## src/rtl/gradmag_pkg.sv

```systemverilog
package gradmag_pkg;
  // strobes from control to datapath
  typedef struct packed {
    logic capture;  // store the incoming column as the new left column
    logic pairOk;   // a full window exists: register both kernel responses
    logic magLoad;  // stage-two result update
  } gmStrobe_t;
endpackage

```

## src/rtl/gm_ctrl.sv

```systemverilog
module gm_ctrl
  import gradmag_pkg::*;
(
  input  logic      clk,
  input  logic      rst,
  input  logic      inValid,
  input  logic      inLast,
  output gmStrobe_t strobe,
  output logic      outValid
);
  logic haveCol;
  logic s1Valid;

  always_comb begin
    strobe.capture = inValid;
    strobe.pairOk  = inValid & haveCol;
    strobe.magLoad = s1Valid;
  end

  always_ff @(posedge clk) begin
    if (rst) begin
      haveCol  <= 1'b0;
      s1Valid  <= 1'b0;
      outValid <= 1'b0;
    end else begin
      if (inValid) haveCol <= ~inLast;
      s1Valid  <= strobe.pairOk;
      outValid <= s1Valid;
    end
  end
endmodule

```

## src/rtl/gm_datapath.sv

```systemverilog
module gm_datapath
  import gradmag_pkg::*;
#(
  parameter int PIX_W = 16,
  parameter int OUT_W = 16
) (
  input  logic             clk,
  input  logic             rst,
  input  gmStrobe_t        strobe,
  input  logic [PIX_W-1:0] inTop,
  input  logic [PIX_W-1:0] inBot,
  output logic [OUT_W-1:0] outMag
);
  localparam int SUM_W = PIX_W + 1;
  localparam int DIF_W = PIX_W + 2;
  localparam int MAG_W = PIX_W + 3;

  logic        [SUM_W-1:0] colSum, prevSum;
  logic signed [SUM_W-1:0] colDiff, prevDiff;
  logic signed [DIF_W-1:0] horizNext, vertNext, horiz, vert;
  logic        [DIF_W-1:0] absH, absV;
  logic        [MAG_W-1:0] magSum;
  logic        [OUT_W-1:0] satMag;

  // stage one: new column sum/difference against the stored column
  always_comb begin
    colSum    = {1'b0, inTop} + {1'b0, inBot};
    colDiff   = $signed({1'b0, inBot}) - $signed({1'b0, inTop});
    horizNext = $signed({1'b0, colSum}) - $signed({1'b0, prevSum});
    vertNext  = $signed({colDiff[SUM_W-1], colDiff}) + $signed({prevDiff[SUM_W-1], prevDiff});
  end

  always_ff @(posedge clk) begin
    if (rst) begin
      prevSum  <= '0;
      prevDiff <= '0;
      horiz    <= '0;
      vert     <= '0;
    end else begin
      if (strobe.capture) begin
        prevSum  <= colSum;
        prevDiff <= colDiff;
      end
      if (strobe.pairOk) begin
        horiz <= horizNext;
        vert  <= vertNext;
      end
    end
  end

  // stage two: absolute values, final add, saturation
  always_comb begin
    absH   = horiz[DIF_W-1] ? DIF_W'(-horiz) : DIF_W'(horiz);
    absV   = vert[DIF_W-1]  ? DIF_W'(-vert)  : DIF_W'(vert);
    magSum = {1'b0, absH} + {1'b0, absV};
  end

  generate
    if (OUT_W < MAG_W) begin : g_sat
      assign satMag = (|magSum[MAG_W-1:OUT_W]) ? {OUT_W{1'b1}} : magSum[OUT_W-1:0];
    end else if (OUT_W == MAG_W) begin : g_same
      assign satMag = magSum;
    end else begin : g_pad
      assign satMag = {{(OUT_W-MAG_W){1'b0}}, magSum};
    end
  endgenerate

  always_ff @(posedge clk) begin
    if (rst)                 outMag <= '0;
    else if (strobe.magLoad) outMag <= satMag;
  end
endmodule

```

## src/rtl/gradmag2x2.sv

```systemverilog
module gradmag2x2
  import gradmag_pkg::*;
#(
  parameter int PIX_W = 16,
  parameter int OUT_W = 16
) (
  input  logic             clk,
  input  logic             rst,
  input  logic             inValid,
  input  logic [PIX_W-1:0] inTop,
  input  logic [PIX_W-1:0] inBot,
  input  logic             inLast,
  output logic             outValid,
  output logic [OUT_W-1:0] outMag
);
  gmStrobe_t strobe;

  gm_ctrl ctrl_i (
    .clk(clk), .rst(rst), .inValid(inValid), .inLast(inLast),
    .strobe(strobe), .outValid(outValid)
  );

  gm_datapath #(.PIX_W(PIX_W), .OUT_W(OUT_W)) dp_i (
    .clk(clk), .rst(rst), .strobe(strobe),
    .inTop(inTop), .inBot(inBot), .outMag(outMag)
  );
endmodule

```

## config.mk

```make
export PLATFORM = sky130hd
export DESIGN_NAME = gradmag2x2
export DESIGN_NICKNAME = d
export VERILOG_FILES = /design/src/rtl/gradmag_pkg.sv /design/src/rtl/gm_ctrl.sv /design/src/rtl/gm_datapath.sv /design/src/rtl/gradmag2x2.sv
export SDC_FILE = /design/constraint.sdc
export NUM_CORES = 1
export LEC_CHECK = 0
export ABC_AREA = 1
export CAP_MARGIN = 30
export CORE_UTILIZATION = 65
export CTS_BUF_LIST = sky130_fd_sc_hd__clkbuf_4 sky130_fd_sc_hd__clkbuf_8 sky130_fd_sc_hd__clkbuf_16
export CTS_CLUSTER_DIAMETER = 100
export DETAILED_ROUTE_END_ITERATION = 16
export DONT_BUFFER_PORTS = 1
export PLACE_DENSITY = 0.77
export SLEW_MARGIN = 20
export SYNTH_ARGS = -nofsm -noshare
export SYNTH_HDL_FRONTEND = slang
export SYNTH_SLANG_ARGS = --single-unit
```

## constraint.sdc

```tcl
create_clock -name clk -period 5.8 [get_ports clk]
set_input_delay 0.29 -clock clk [delete_from_list [all_inputs] [get_ports clk]]
set_output_delay 0.29 -clock clk [all_outputs]
set_load 0.05 [all_outputs]
```

==> results.txt <==
max-slew violations: 0
pin count of the biggest net entering global routing: 66
critical path arrival: 3460 ps
Synth Area in XOR/XNOR: 0.0695
CP Class: reg -> reg
slowest CP cell: ha_1
largest family of logic cells by synthesized area: simple AND/OR/NAND/NOR gates
Tot GR Track Use: 0.322
Worst R2R End: dp_i.outMag[13]$_SDFFE_PP0P_
Synth Area in Compound Gates: 0.170
Tcrit/Tclk final: 0.555
I/O pin cnt: 53
full die area: 0.0138 mm²
Vias/cell: 5.54
n_diodes: 0
mux contribution to synthesized area: 0
CTS Sinks: 88
CTS clk-pin slew, worst paths: 70 ps
hold endpoint: ctrl_i.haveCol$_SDFFE_PP0P_
P&R area growth vs syn: 4.36%
CTS tree: built
Max stage delay on crit path: 410 ps
wire length of the first global-routing pass: 36.7 mm
post-CTS sizing: 0
post-route cell area: 0.00908 mm²
clk root buf: clkbuf_16
post-CTS setup buffers: 0
final net count: 1505
DP HPWL: 17.5 mm
Starting Density: 0.678
First-pass DRT Iterations: 5
TNS Setup: 0 ps
Max-slew headroom: 0.453
CTS buffer count: 9
Seq/Total Area, Yosys: 0.203
core region area: 0.0128 mm²
Max clock buf depth: 2
fmax: 311 MHz
#FFs+latches synth: 88
Slew @ Worst Pin: 819 ps
Final Skew: 9.31 ps
Post-Synth Adder-Cell Area: 0.135
Crit Reg-Reg Startpoint: dp_i.vert[1]$_SDFFE_PP0P_
Pleak: 4.89 nW
hold path depth: 1
Fin. Hold Viols: 0
status: completed
grt ovf: 0
critical path, cell by cell: inv_1, ha_1, nand3_1, nor3_2, a21oi_1, nor2_1, o21ai_0, xor2_1, ha_1, inv_2, nor3_2, and2_1, nand2_2, nand2_1, nand2_2, nand2_4, nand3_1, nor2_1, nor2_1
PortBufs: 0
minimum clock period: 3220 ps
post-synth cell types: 41
RSZ-0062 raised after global routing: no
Hold WC Path Type: in -> reg
post-synthesis net count: 1531
yosys warns: 0
vias: 8615
reg2reg setup slack: 2580 ps
final WL: 22.0 mm
nature of the critical path endpoint: flip-flop
post-synthesis async set-or-reset flop share: 0
VDD IR max: 0.197 mV
share of cells above drive strength 1: 0.0456
syn avg cell area: 6.19 µm²
Post-DRT Antenna Nets: 0
H-tree levels: 3
MaxCap Viol Count: 0
hold path start: inLast
worst reg-to-reg path cell count: 19
crit-path max FO: 14
drt drc: 0
Die H: 118 µm
Worst EP required: 6040 ps
Pwr Density: 262 mW/mm²
initial DRC count: 548
cell count after synthesis: 1404
Synth Flop Type: dfxtp_1
Final GP Congestion: 0.989
vias in the first global route: 7952
Syn Std Cell Area: 0.00870 mm²
hold bufs inserted after CTS: 0
setup violators final: 0
Top cell by count, worst path: nor2_1
routed wire length per instance: 14.2 µm
EDFF count, synth: 0
Worst Setup Start Kind: flip-flop
simple-gate area share of the yosys netlist: 0.292
Site Rows: 41
Placed Area: 0.00873 mm²
Die W: 118 µm
clk_lat worst skew: 350 ps
initial antenna violation count: 0
==> kinds of logic after synthesis <==
| logic type | Yosys count |
|---|---|
| xor+xnor | 69 |
| flops | 88 |
| simple gates | 589 |
| fa+ha+maj | 91 |
| buf+inv | 290 |
| compound gates | 277 |
==> routing by layer <==
layer	share of wire	global-route usage
met1	0.46	0.407
met2	0.47	0.564
met3	0.044	0.0417
met4	0.020	0.106
met5	0	0
==> sequential cells by signal, summed over array words and instances (netlist names) <==
name             cells
ctrl_i.outValid      1
dp_i.horiz          18
dp_i.vert           18
dp_i.outMag         16
ctrl_i.haveCol       1
dp_i.prevDiff       17
ctrl_i.s1Valid       1
dp_i.prevSum        16
==> stage by stage <==
step,power [mW],hold WS (ps),util,std cells,worst slack (ps)
finish,2.38,20.4,0.708,1555,2580
CTS,2.37,9.49,0.707,1554,2590
floorplan,1.50,383,-,1404,3100
global route,2.55,22.5,0.708,1555,2260
global placement,1.70,376,0.681,1538,2620
detailed placement,1.71,378,0.681,1538,2620
==> area by class of cell <==
class	count	area (µm²)
inverters	250	938
clock buffers	12	254
well taps	172	215
repair buffers	3	30.0
multi-input cells	1026	5800
flip-flops and latches	88	1760
fillers	1213	3750
clock inverters	4	77.6
==> synth_stat cells (all sizes together), types with 9 or more instances <==
cell / number / share of area
a21oi: 136 / 0.080
buf: 16 / 0.012
clkbuf: 24 / 0.010
dfxtp: 88 / 0.20
ha: 86 / 0.12
inv: 247 / 0.11
nand2: 274 / 0.12
nand3: 77 / 0.046
nand4: 31 / 0.022
nor2: 170 / 0.074
nor3: 17 / 0.012
o21ai: 113 / 0.066
o21bai: 9 / 0.0078
xnor2: 9 / 0.0091
xor2: 60 / 0.060
==> where the power goes <==
| group | total, mW | internal, mW | switching (mW) |
|---|---|---|---|
| logic | 1.03 | 0.353 | 0.681 |
| clock network | 0.653 | 0.401 | 0.252 |
| registers | 0.693 | 0.649 | 0.0444 |
==> critical path, delay by kind of cell (launching register included) <==
family / cells / cell delay (ps)
XOR/XNOR: 1 / 190
AO/OA/AOI/OAI: 2 / 300
flip-flops: 1 / 300
adder cells (fa/ha/maj): 2 / 620
buffers and inverters: 2 / 190
AND/OR/NAND/NOR: 12 / 1520
==> layout by cell type (no fill, tap or decap), drive strengths merged, types with 4 or more instances in the layout <==
cell type,instances
a21oi,136
nand3,77
nand4,31
ha,86
nor4,4
inv,247
xor2,60
fa,5
nor2,170
clkbuf,12
or2,6
o21bai,9
o21ai,113
clkinv,5
a31oi,5
a21o,7
nand3b,7
nor3,17
xnor2,9
dfxtp,88
nand2,274
==> how the worst max path moves through the flow <==
stage                          startpoint                      endpoint  slack, ps  cells after the start
2_1_floorplan                    inBot[0]    dp_i.vert[15]$_SDFFE_PP0P_       3100                     19
5_1_grt        dp_i.horiz[0]$_SDFFE_PP0P_  dp_i.outMag[13]$_SDFFE_PP0P_       2260                     19
6_report        dp_i.vert[1]$_SDFFE_PP0P_  dp_i.outMag[13]$_SDFFE_PP0P_       2580                     19
3_3_place_gp                    inTop[10]    dp_i.vert[17]$_SDFFE_PP0P_       2620                     19
4_1_cts         dp_i.vert[1]$_SDFFE_PP0P_  dp_i.outMag[13]$_SDFFE_PP0P_       2590                     19
3_5_place_dp                     inBot[0]    dp_i.vert[11]$_SDFFE_PP0P_       2620                     20
Power figures use the tool's default switching activity.
